==> src/rtl/fdc_hs_pkg.sv <==
package fdc_hs_pkg;
    typedef enum logic [2:0] {
        ST_IDLE,
        ST_ABSORB,
        ST_PARAM,
        ST_EXEC,
        ST_INVAL
    } hs_state_t;

    localparam logic [7:0] INVALID_BYTE = 8'h80;

    // returns {valid, count[3:0]}
    function automatic logic [4:0] param_need(input logic [4:0] op);
        logic [4:0] r;
        unique case (op)
            5'h03:   r = {1'b1, 4'd2};
            5'h04:   r = {1'b1, 4'd1};
            5'h05:   r = {1'b1, 4'd8};
            5'h06:   r = {1'b1, 4'd8};
            5'h07:   r = {1'b1, 4'd1};
            5'h08:   r = {1'b1, 4'd0};
            5'h0F:   r = {1'b1, 4'd2};
            5'h13:   r = {1'b1, 4'd3};
            default: r = {1'b0, 4'd0};
        endcase
        return r;
    endfunction
endpackage

==> src/rtl/hs_bus_decode.sv <==
module hs_bus_decode #(
    parameter int DW = 8
) (
    input  logic          hst_addr,
    input  logic          hst_rd,
    input  logic          hst_wr,
    input  logic          rqm,
    input  logic          dio,
    input  logic [DW-1:0] status_byte,
    input  logic [DW-1:0] data_byte,
    output logic          wr_acc,
    output logic          rd_acc,
    output logic [DW-1:0] rdata
);
    always_comb begin
        wr_acc = hst_wr && hst_addr && rqm && !dio;
        rd_acc = hst_rd && hst_addr && rqm && dio;
        rdata  = hst_addr ? (dio ? data_byte : '0) : status_byte;
    end
endmodule

==> src/rtl/hs_latency.sv <==
module hs_latency #(
    parameter int LAT = 2,
    localparam int CW = (LAT > 1) ? $clog2(LAT) : 1
) (
    input  logic clk,
    input  logic rst_n,
    input  logic active,
    output logic done
);
    logic [CW-1:0] cnt;

    assign done = active && (cnt == CW'(LAT - 1));

    always_ff @(posedge clk or negedge rst_n) begin
        if (!rst_n)      cnt <= '0;
        else if (!active || done) cnt <= '0;
        else             cnt <= cnt + 1'b1;
    end
endmodule

==> src/rtl/fdc_cmd_handshake.sv <==
module fdc_cmd_handshake
    import fdc_hs_pkg::*;
#(
    parameter int LAT  = 2,
    parameter int DW   = 8,
    parameter int IDXW = 4
) (
    input  logic            clk,
    input  logic            rst_n,
    input  logic            hst_addr,
    input  logic            hst_rd,
    input  logic            hst_wr,
    input  logic [DW-1:0]   hst_wdata,
    output logic [DW-1:0]   hst_rdata,
    input  logic            nondma_mode,
    input  logic            exec_done,
    output logic            exec_go,
    output logic [DW-1:0]   exec_opcode,
    output logic            parm_stb,
    output logic [DW-1:0]   parm_data,
    output logic [IDXW-1:0] parm_idx,
    output logic            fifo_allow
);
    hs_state_t       state, nxt;
    logic            rqm, dio, busy, ndm;
    logic            wr_acc, rd_acc, lat_done, first_byte;
    logic [IDXW-1:0] remain, idx;
    logic [4:0]      need;
    logic [DW-1:0]   status_byte;

    assign need        = param_need(exec_opcode[4:0]);
    assign status_byte = {rqm, dio, ndm, busy, {(DW-4){1'b0}}};

    hs_bus_decode #(.DW(DW)) u_dec (
        .hst_addr    (hst_addr),
        .hst_rd      (hst_rd),
        .hst_wr      (hst_wr),
        .rqm         (rqm),
        .dio         (dio),
        .status_byte (status_byte),
        .data_byte   (INVALID_BYTE),
        .wr_acc      (wr_acc),
        .rd_acc      (rd_acc),
        .rdata       (hst_rdata)
    );

    hs_latency #(.LAT(LAT)) u_lat (
        .clk    (clk),
        .rst_n  (rst_n),
        .active (state == ST_ABSORB),
        .done   (lat_done)
    );

    // next-state logic
    always_comb begin
        nxt = state;
        unique case (state)
            ST_IDLE:   if (wr_acc) nxt = ST_ABSORB;
            ST_ABSORB: if (lat_done) begin
                if (first_byte) begin
                    if (!need[4])              nxt = ST_INVAL;
                    else if (need[3:0] == '0)  nxt = ST_EXEC;
                    else                       nxt = ST_PARAM;
                end else if (remain == '0)     nxt = ST_EXEC;
                else                           nxt = ST_PARAM;
            end
            ST_PARAM:  if (wr_acc) nxt = ST_ABSORB;
            ST_EXEC:   if (exec_done) nxt = ST_IDLE;
            ST_INVAL:  if (rd_acc) nxt = ST_IDLE;
            default:   nxt = ST_IDLE;
        endcase
    end

    // state register and datapath registers
    always_ff @(posedge clk or negedge rst_n) begin
        if (!rst_n) begin
            state       <= ST_IDLE;
            first_byte  <= 1'b0;
            remain      <= '0;
            idx         <= '0;
            exec_opcode <= '0;
            exec_go     <= 1'b0;
            parm_stb    <= 1'b0;
            parm_data   <= '0;
            parm_idx    <= '0;
        end else begin
            state    <= nxt;
            exec_go  <= (state == ST_ABSORB) && (nxt == ST_EXEC);
            parm_stb <= 1'b0;
            if (state == ST_IDLE && wr_acc) begin
                exec_opcode <= hst_wdata;
                first_byte  <= 1'b1;
            end
            if (state == ST_ABSORB && lat_done && first_byte) begin
                first_byte <= 1'b0;
                remain     <= need[3:0];
                idx        <= '0;
            end
            if (state == ST_PARAM && wr_acc) begin
                remain    <= remain - 1'b1;
                idx       <= idx + 1'b1;
                parm_stb  <= 1'b1;
                parm_data <= hst_wdata;
                parm_idx  <= idx;
            end
        end
    end

    // outputs from state
    always_comb begin
        rqm        = 1'b0;
        dio        = 1'b0;
        busy       = 1'b1;
        ndm        = 1'b0;
        fifo_allow = 1'b0;
        unique case (state)
            ST_IDLE:   begin rqm = 1'b1; busy = 1'b0; end
            ST_ABSORB: ;
            ST_PARAM:  rqm = 1'b1;
            ST_EXEC:   begin ndm = nondma_mode; fifo_allow = 1'b1; end
            ST_INVAL:  begin rqm = 1'b1; dio = 1'b1; end
            default:   ;
        endcase
    end
endmodule

==> config.mk <==
export PLATFORM = sky130hd
export DESIGN_NAME = fdc_cmd_handshake
export DESIGN_NICKNAME = d
export VERILOG_FILES = /design/src/rtl/fdc_hs_pkg.sv /design/src/rtl/hs_bus_decode.sv /design/src/rtl/hs_latency.sv /design/src/rtl/fdc_cmd_handshake.sv
export SDC_FILE = /design/constraint.sdc
export NUM_CORES = 1
export LEC_CHECK = 0
export BUFFER_PORTS_ARGS = -buffer_cell sky130_fd_sc_hd__buf_2
export CELL_PAD_IN_SITES_DETAIL_PLACEMENT = 0
export CELL_PAD_IN_SITES_GLOBAL_PLACEMENT = 2
export CORE_ASPECT_RATIO = 1.1
export CORE_MARGIN = 2
export CORE_UTILIZATION = 34
export CTS_CLUSTER_DIAMETER = 120
export CTS_CLUSTER_SIZE = 25
export DETAILED_ROUTE_END_ITERATION = 6
export PLACE_DENSITY = 0.91
export SETUP_SLACK_MARGIN = 0.3
export SYNTH_ARGS = -nofsm -noshare
export SYNTH_HDL_FRONTEND = slang
export SYNTH_SLANG_ARGS = --single-unit
==> constraint.sdc <==
create_clock -name clk -period 2.4 [get_ports clk]
set_input_delay 0.72 -clock clk [delete_from_list [all_inputs] [get_ports clk]]
set_output_delay 0.72 -clock clk [all_outputs]
set_load 0.005 [all_outputs]
**Yosys cells after proc, flatten, opt, wreduce, memory -nomap -nowiden**

Memory sizes are Yosys's and may differ from the RTL's.
Cells that the tools add are included.

- Register bits: 35
- Bits in read-only memories: 128
- Input port bits: 15
- Output and inout port bits: 31
- Word-level logic and storage cells: 65
- Memories: 1

- Add/sub/neg operators: 3
- Eq/ne operators: 5
- Mux-type cells: 24
- Reduce and logical (&&, ||, !) cells: 22

Memory list:

| name | words | width | read ports | clocked after memory_dff | write ports | RTL line | RTL |
|---|---|---|---|---|---|---|---|
| (no name shown) | 32 | 4 | 1 | 0 | 0 | fdc_hs_pkg.sv:15 | `unique case (op)` |

Operators with widths:

| operator | number |
|---|---|
| 3-bit 2-to-1 mux | 6 |
| 4-bit 2-to-1 mux | 4 |
| 8-bit 2-to-1 mux | 2 |
| 1-bit logical AND | 12 |
| 3-bit case mux with 4 select lines | 1 |
| 1-bit 2-to-1 mux | 11 |
| 3-bit by 2-bit equality test with 1-bit output, second input constant | 3 |
| 4-bit logical NOT | 2 |
| 4-bit by 1-bit adder with 4-bit output, second input constant | 1 |
| 2-bit nonzero test | 2 |
| 4-bit by 1-bit subtractor with 4-bit output, second input constant | 1 |
| 3-bit by 1-bit equality test with 1-bit output, second input constant | 1 |
| 3-bit equality test, second input constant | 1 |
| 3-bit logical NOT | 1 |
| 3-bit OR reduction | 1 |
| 1-bit logical NOT | 2 |
| 2-bit OR reduction | 1 |
| 1-bit adder, second input constant | 1 |
| 1-bit logical OR | 1 |

**Depth between registers and ports, before layout**

Gate-level depths: netlist (run 1).

- Depth after elaboration: 9
- Gate-level depth with buffers: 8
- Mapped depth without buffers: 6

**Cells and area by module**

Synthesis (run 1) repeated with hierarchy kept, for this count alone.

- Cell total of the unflattened synthesis: 188
- Area total of the unflattened synthesis: 1780.5 um^2

By module, submodules not included:

| module | instances | cells each | area an instance (um^2) | seq. area each (um^2) |
|---|---|---|---|---|
| fdc_cmd_handshake | 1 | 168 | 1614.0 | 850.8 |
| hs_bus_decode | 1 | 17 | 125.1 | 0.0 |
| hs_latency | 1 | 3 | 41.3 | 25.0 |

**Least setup slack after synthesis (run 1)**

No wires, ideal clock.

- Path kind: reg2out
- Start point: register state[2]
- End point: output port hst_rdata[5]
- Arrival time: 1081 ps
- Setup slack: 599 ps
- Stages on the path, launching flop included: 5
- Buffers on the path: 1
- Path through: dfrtp_1 > buf_4 > and2b_4 > and2_1 > and3b_1

- Cells in the longest elaborated chain, start to end: 3

Ends and longest elaborated chain:

| element | RTL line | RTL |
|---|---|---|
| from (decl) | fdc_cmd_handshake.sv:24 | `hs_state_t state, nxt;` |
| from (signal assigned) | fdc_cmd_handshake.sv:87 | `state <= nxt;` |
| 3-bit by 2-bit equality test with 1-bit output | fdc_cmd_handshake.sv:116 | `unique case (state)` |
| 1-bit 2-to-1 mux | fdc_cmd_handshake.sv:116 |  |
| 8-bit 2-to-1 mux | hs_bus_decode.sv:18 | `rdata = hst_addr ? (dio ? data_byte : '0) : status_byte;` |
| to (decl) | fdc_cmd_handshake.sv:14 | `output logic [DW-1:0] hst_rdata,` |

Every way passes these cells.

**Worst setup path after layout (run 1)**

Same ends and word-level chain as after synthesis.

==> metrics.md, run 1 <==
| Metric | Value |
|---|---|
| Achievable Freq | `0.492 GHz` |
| Final Max Slew Viols | `0` |
| RSZ-0062 raised after global routing | `no` |
| Synthesized flop and latch total | `35` |
| Switching pwr | `787 uW` |
| Reg-to-Reg Start | `state[1]` |
| CP max FO | `2` |
| Core area | `0.00500 mm^2` |
| Layout cell share with drive strength beyond 1 | `0.302` |
| Critical R2R Capture | `exec_opcode[2]` |
| Setup slack, reg-to-reg | `680 ps` |
| Largest net degree at the start of global routing | `36` |
| Vias in the first global route | `between 1,000 and 1,500` |
| Mapped Cells | `around 180` |
| Register area share after synthesis | `0.499` |
| CP endpoint kind | `primary output` |
| Hold path endpoint | `u_lat.cnt` |
| Arrival time of the worst setup path | `1310 ps` |
| Setup TNS | `0 ps` |
| Clock Power Share | `0.231` |
| Reg area | `878 um^2` |
| Setup Skew | `2.32 ps` |
| Initial antenna violation count | `0` |
| First-pass GRT wire length | `6360 um` |
| CP max stage delay | `approximately 400 ps` |
| Initial Util | `0.351` |
| Logic gate share of total power | `0.336` |
| WP data required | `1680 ps` |
| Multi-input gate area | `768 um^2` |
| Hold Path Origin | `u_lat.cnt` |
| Sw Share | `0.334` |
| Register share of total power | `0.433` |
| Setup CP Type | `flop to primary output` |
| ANT cells | `0` |
| CTS clk-pin slew, worst paths | `about 70 ps` |
| Die footprint | `0.00576 mm^2` |
| Max H-tree Level | `2` |
| Worst-Margin Slew | `around 770 ps` |
| Syn-to-layout area delta | `20.2%` |
| # rows | `27` |
| Crit-path cells | `and2b_4 -> and2_4 -> and3b_1 -> buf_2` |
| Final WS setup | `roughly 370 ps` |
| Leak | `0.00112 uW` |
| Hold WC Path Type | `flop to flop` |
| Die width | `between 70 and 80 um` |
| Post-Syn Area | `0.00176 mm^2` |
| Ys async rst share | `1.00` |
| CTS max path bufs | `2` |
| Slowest CP cell | `dfrtp_2` |
| CTS tree | `yes` |
| Post-DRT Antenna Nets | `0` |
| Final Cycle Share | `0.846` |
| DR pass1 iterations | `4` |
| Slew HR | `0.487` |
| DR vias | `1,352` |
| WP buf/inv | `1` |
| Post-DP HPWL | `2540 um` |
| Synth Area per Inst | `9.92 um^2` |
| Final Hold Fails | `0` |
| Ys flop type | `dfrtp_1` |
| Post-Place Cells | `about 270` |
| Max-cap check violation count | `0` |
| Finish-stage setup viols | `0` |
| # hold bufs at CTS | `0` |
| Worst-Skew Late Latency | `about 290 ps` |
| Initial drt markers | `43` |
| Pwr per Cell Area | `1120 mW/mm^2` |
| Top Ports | `46` |
| Internal cell power | `roughly 1600 uW` |
| NumNets Final | `240` |
| Filler cells | `about 500` |
| Setup WS pre-CTS | `354 ps` |
| DRC errors left | `0` |
| Distinct cells, synth | `49` |
| Grt total ovfl | `0` |
| Minimum clock period | `2030 ps` |
| Input/output buffers | `between 40 and 50` |
| Num CTS Buffers | `5` |
| Peak VDD IR | `a little over 0.0006 V` |
| Warnings, synthesis | `0` |
| Clk sink count | `35` |
| Hold-critical path depth | `1` |
| Die H | `79.4 um` |
| CP top delay family | `simple AND/OR/NAND/NOR gates` |
| Total GRT Usage | `0.144` |
| Finished Layout Cells | `280` |
| EDFF count, synth | `0` |
| Status | `finished, final reports clean` |
| RePlAce Congestion | `about 0.76` |
| R2R depth | `4` |
| Number of vias per cell | `between 4 and 5` |
| Post-Route WL | `3670 um` |
| Clock root buffer | `clkbuf_8` |
| Wirelength per Cell | `13.1 um` |
| CP Launch Type | `flop` |
-- worst max path at each step --
stage	slack, ps	start	endpoint	depth (start not counted)
6_report	370	state[2]	hst_rdata[5]	4
5_1_grt	310	state[2]	hst_rdata[5]	4
4_1_cts	310	state[2]	hst_rdata[5]	4
3_5_place_dp	350	hst_addr	hst_rdata[7]	4
3_3_place_gp	350	hst_addr	hst_rdata[7]	4
2_1_floorplan	600	state[2]	hst_rdata[5]	4
-- worst reg2reg max path: stages (launching register included) --
cell and delay [ps]:
dfrtp_2 400, buf_4 160, nor3_1 220, and3_1 430
mux2_2 390
-- Yosys cell counts, drive strengths merged (2+ instances only) --
master | count | area [um^2]
nor3 | 3 | 15.0
inv | 7 | 31.3
a21boi | 2 | 15.0
and2 | 2 | 15.0
and3b | 2 | 21.3
nor3b | 2 | 15.0
buf | 11 | 91.3
a21oi | 5 | 25.0
nand3 | 7 | 35.0
nand2 | 48 | 188
ha | 4 | 50.1
dfrtp | 35 | 876
nand3b | 3 | 22.5
mux2 | 6 | 71.3
o21ai | 5 | 25.0
mux2i | 3 | 30.0
nor2b | 3 | 18.8
nand2b | 3 | 18.8
nor2 | 6 | 22.5
-- state kept, by name, summed over array words and instances (netlist names) --
name         count
state            3
parm_idx         4
u_lat.cnt        1
first_byte       1
remain           4
parm_stb         1
exec_opcode      8
idx              4
parm_data        8
exec_go          1
-- cells by family after synthesis --
group | Yosys count | synth area share
compound gates | 22 | 0.0833
xor+xnor | 1 | 0.00499
fa+ha+maj | 4 | 0.0285
buf+inv | 19 | 0.0719
flops | 35 | 0.499
mux | 9 | 0.0577
other cells | 1 | 0.00213
simple gates | 86 | 0.253
-- metal layers --
metal,track usage,wire [um],up-vias
met5,0,0,-
met4,0.0778,80,0
met3,0.0253,167,8
met2,0.233,1710,36
met1,0.182,1710,634
li1,-,-,674
-- power by group through the flow --
stage	registers, uW	clock network, uW	logic, uW
final	1020	545	791
after global routing	1060	589	915
after CTS	1020	563	800
after detailed placement	1040	0	771
after global placement	1040	0	756
after floorplan	982	0	551
-- cells in the final DEF, fill, tap and decap left out, types with 2 or more instances in the layout --
master | synthesis | final
o21ai_1 | 3 | 3
and2_4 | 1 | 2
buf_4 | 7 | 5
nand2b_1 | 3 | 3
nand3b_1 | 3 | 3
dfrtp_1 | 35 | 33
mux2_2 | 2 | 2
ha_1 | 4 | 4
nor2_1 | 6 | 6
nand2_1 | 47 | 47
nand3_1 | 7 | 7
mux2_1 | 3 | 3
nor2b_1 | 3 | 3
clkbuf_8 | 0 | 6
nor3b_1 | 2 | 2
buf_2 | 1 | 41
conb_1 | 1 | 4
dfrtp_2 | 0 | 2
o21ai_0 | 2 | 2
inv_1 | 6 | 6
a21oi_1 | 5 | 5
mux2i_1 | 3 | 3
nor3_1 | 3 | 3
-- final cells by class --
class | instances | area share
Clock inverter | 2 | 0.0166
Inverter | 7 | 0.0148
Tap cell | 58 | 0.0344
Timing Repair Buffer | 46 | 0.115
Clock buffer | 6 | 0.0391
Multi-Input combinational cell | 126 | 0.364
Sequential cell | 35 | 0.416
-- metrics by stage --
step           power [uW]  utilization  instance area [um^2]  hold WS (ps)
3_5_place_dp         1810        0.393                  1970           457
3_3_place_gp         1790        0.393                  1970           456
4_1_cts              2390        0.420                  2100           475
6_report             2360        0.422                  2110           471
2_1_floorplan        1530            -                  1770           420
5_1_grt              2560        0.422                  2110           492
-- repair_timing --
| item | CTS | global route |
|---|---|---|
| endpoints found under the setup margin | 1 | 1 |
| buffers inserted | 2 | 1 |
| resized for setup | 2 | 1 |
Note: power is estimated with default switching activity, not from simulation.
==> inputs of run 2 (changes only) <==
--- a/config.mk
+++ b/config.mk
@@ -5,16 +5,17 @@
 export SDC_FILE = /design/constraint.sdc
 export NUM_CORES = 1
 export LEC_CHECK = 0
+export ABC_AREA = 1
 export BUFFER_PORTS_ARGS = -buffer_cell sky130_fd_sc_hd__buf_2
 export CELL_PAD_IN_SITES_DETAIL_PLACEMENT = 0
 export CELL_PAD_IN_SITES_GLOBAL_PLACEMENT = 2
 export CORE_ASPECT_RATIO = 1.1
 export CORE_MARGIN = 2
-export CORE_UTILIZATION = 34
+export CORE_UTILIZATION = 30
 export CTS_CLUSTER_DIAMETER = 120
 export CTS_CLUSTER_SIZE = 25
 export DETAILED_ROUTE_END_ITERATION = 6
-export PLACE_DENSITY = 0.91
+export PLACE_DENSITY = 0.87
 export SETUP_SLACK_MARGIN = 0.3
 export SYNTH_ARGS = -nofsm -noshare
 export SYNTH_HDL_FRONTEND = slang
==> constraint.sdc (replaced) <==
create_clock -name clk -period 2.1 [get_ports clk]
set_input_delay 0.63 -clock clk [delete_from_list [all_inputs] [get_ports clk]]
set_output_delay 0.63 -clock clk [all_outputs]
set_load 0.005 [all_outputs]
==> run 2 against run 1 <==
Effect of this change:
- core utilization decreased by 2.0 points
- critical endpoint is now hst_rdata[6]
- sequential cell count is the same
- wire length fell by 4.7%
- worst setup slack got worse by 140 ps
- clock-buffer cell count stayed put
- final area grew 2.7%
==> metrics.md, run 2 <==
| Metric | Value |
|---|---|
| Post-DP HPWL | `2540 um (-0.31%)` |
| Warnings, synthesis | `0 (unchanged)` |
| R2R depth | `8 (+4)` |
| Hold WC Path Type | `primary input to asynchronous set/reset pin` |
| Combinational family with the most area after synthesis | `simple AND/OR/NAND/NOR gates` |
| Setup TNS | `0 ps (unchanged)` |
| Post-Place Cells | `309 (+15%)` |
| Clock root buffer | `clkbuf_8` |
| Die width | `75.3 um (+3.9%)` |
| CP endpoint kind | `primary output` |
| Arrival time of the worst setup path | `1240 ps (-70 ps)` |
| Die H | `82.5 um (+3.9%)` |
| Most common cell in the netlist | `nand2_1` |
| Number of vias per cell | `4.29 (-11%)` |
| CP max FO | `4 (+2)` |
| Reg-to-Reg Start | `state[2]` |
| Sw Share | `0.375 (+0.0416)` |
| Distinct cells, synth | `28 (-43%)` |
| Post-Route WL | `3500 um (-4.7%)` |
| Minimum clock period | `roughly 1900 ps` |
| Slowest CP cell | `dfrtp_1` |
| Final Max Slew Viols | `0 (unchanged)` |
| ANT cells | `0 (unchanged)` |
| Vias in the first global route | `1,311 (-5.1%)` |
| Internal cell power | `1690 uW (+7.6%)` |
| Grt total ovfl | `0 (unchanged)` |
| CP top delay family | `flip-flops` |
| CTS max path bufs | `2 (unchanged)` |
| Leak | `0.00117 uW (+4.9%)` |
| Ys async rst share | `1.00 (unchanged)` |
| Synthesized flop and latch total | `35 (unchanged)` |
| Peak VDD IR | `0.000471 V (-23%)` |
| Multiplexer share of the synthesized area | `0 (-0.0577)` |
| Initial drt markers | `53 (+23%)` |
| DR vias | `1,399 (+3.5%)` |
| Most frequent cells in the layout | `nand2_1 (45), buf_2 (41), dfrtp_1 (34), inv_1 (27), o21ai_0 (22)` |
| Xor-xnor portion of the synthesized cell area | `0.0156 (+0.0107)` |
| Area fraction in compound gates after synthesis | `0.118 (+0.0344)` |
| DR pass1 iterations | `4 (unchanged)` |
| Ys flop type | `dfrtp_1` |
| Achievable Freq | `0.534 GHz` |
| Final Util | `0.402 (-0.0203)` |
| WP data required | `1470 ps (-210 ps)` |
| Setup CP Type | `flop to primary output` |
| Setup slack, reg-to-reg | `500 ps (-180 ps)` |
| Switching pwr | `1020 uW (+29%)` |
| CP max stage delay | `420 ps (about the same)` |
| Synth area leader | `dfrtp_1` |
| # rows | `28 (+3.7%)` |
| RSZ-0062 raised after global routing | `yes` |
| Total GRT Usage | `0.126 (-0.0176)` |
| Max-cap check violation count | `0 (unchanged)` |
| Die footprint | `0.00621 mm^2 (+7.9%)` |
| CTS tree | `yes` |
| WP buf/inv | `3 (+2)` |
| Regs by FF count | `exec_opcode (8), parm_data (8)` |
| Wirelength per Cell | `10.7 um (-18%)` |
| NumNets Final | `270 (+13%)` |
| Clock Power Share | `0.179 (-0.052)` |
| Layout cell share with drive strength beyond 1 | `0.315 (+0.0129)` |
| Initial Util | `0.311 (-0.0401)` |
| Simple-gate area share of the yosys netlist | `0.210 (-0.0427)` |
| Total power | `2700 uW (+15%)` |
| Register area share after synthesis | `0.522 (+0.0230)` |
| Dominant cells by area after synthesis | `dfrtp_1 (52%), nand2_1 (10%), o21ai_0 (6.6%), inv_1 (6.3%), ha_1 (3.0%)` |
| Post-Synth Adder-Cell Area | `0.0298 (+0.00132)` |
| CP Launch Type | `flop` |
| Post-Syn Area | `0.00168 mm^2 (-4.4%)` |
| Top cell type's share of synthesized area | `0.522 (+0.0230)` |
| Input/output buffers | `41 (unchanged)` |
| Register share of total power | `0.408 (-0.025)` |
| Status | `finished, final reports clean` |
| First-pass GRT wire length | `5850 um (-8.0%)` |
| RePlAce Congestion | `0.757 (-0.24%)` |
| Top Ports | `46 (unchanged)` |
| Finish-stage setup viols | `0 (unchanged)` |
| Num CTS Buffers | `5 (unchanged)` |
| EDFF count, synth | `0 (unchanged)` |
| Initial antenna violation count | `0 (unchanged)` |
| Synth Area per Inst | `8.57 um^2 (-14%)` |
| Final Hold Fails | `0 (unchanged)` |
| Syn-to-layout area delta | `29.1%` |
| Max H-tree Level | `2 (unchanged)` |
| Worst-Skew Late Latency | `280 ps (about the same)` |
| Clk sink count | `35 (unchanged)` |
| Most common cell after layout, fill and taps aside | `nand2_1` |
| CTS clk-pin slew, worst paths | `70 ps (about the same)` |
| Final Cycle Share | `0.892` |
| Core area | `0.00540 mm^2 (+7.9%)` |
| Crit-path cells | `inv_2 -> buf_6 -> nor4_2 -> buf_2` |
| Pwr per Cell Area | `1250 mW/mm^2 (+12%)` |
| Mapped Cells | `196 (+11%)` |
| Logic gate share of total power | `0.413 (+0.077)` |
| Critical R2R Capture | `remain[3]` |
| DRC errors left | `0 (unchanged)` |
| Largest net degree at the start of global routing | `36 (unchanged)` |
| Post-DRT Antenna Nets | `0 (unchanged)` |
| Finished Layout Cells | `326 (+16%)` |
| Setup Skew | `4.51 ps (+2.19 ps)` |
| Most frequent cells after synthesis | `nand2_1 (46), dfrtp_1 (35), inv_1 (28)` |
-- run 2: logic make-up after synthesis --
logic type | Yosys count
and+or+nand+nor | 78
xor gates and xnor gates | 3
buffers and inverters | 39
other | 1
adders and majority gates | 4
AOI/OAI and AO/OA | 36
DFF | 35
-- run 2: worst max-delay path by stage --
stage / startpoint / endpoint / cells past startpoint
global route: state[1] / hst_rdata[5] / 5
global placement: hst_addr / remain[3] / 7
floorplan: state[1] / hst_rdata[5] / 4
finish: state[2] / hst_rdata[6] / 4
CTS: state[0] / hst_rdata[7] / 5
detailed placement: hst_addr / remain[3] / 7
-- run 2: layout make-up --
cell class,instances,area (um^2)
inverters,31,116
flip-flops and latches,35,877
clock inverters,1,5.00
clock buffers,6,82.6
multi-input cells,125,682
repair buffers,53,312
well taps,75,93.8
fillers,578,3230
-- run 2: through the flow --
stage | setup slack [ps] | hold WS, ps | instance area [um^2]
2_1_floorplan | 571 | 334 | 1690
3_3_place_gp | 336 | 412 | 1960
3_5_place_dp | 316 | 417 | 1960
4_1_cts | 248 | 375 | 2140
5_1_grt | 150 | 407 | 2170
6_report | 227 | 366 | 2170
-- run 2: per-layer routing --
layer / vias up / global-route usage / part of all wire
met5: - / 0 / 0
met4: 0 / 0.0474 / 0.017
met3: 5 / 0.0340 / 0.045
met2: 28 / 0.214 / 0.50
met1: 641 / 0.152 / 0.44
li1: 725 / - / -
-- run 2: power groups by stage --
stage | logic (uW) | clock network (uW) | registers, uW
2_1_floorplan | 615 | 0 | 1110
3_3_place_gp | 964 | 0 | 1110
3_5_place_dp | 974 | 0 | 1120
4_1_cts | 1110 | 507 | 1110
5_1_grt | 1280 | 535 | 1140
6_report | 1120 | 483 | 1100
-- run 2: timing repair --
action	4_1_cts	5_1_grt
gates resized for setup	11	1
endpoints found under the setup margin	3	5
pin swaps	3	2
setup buffers	7	3
hold buffers	0	0
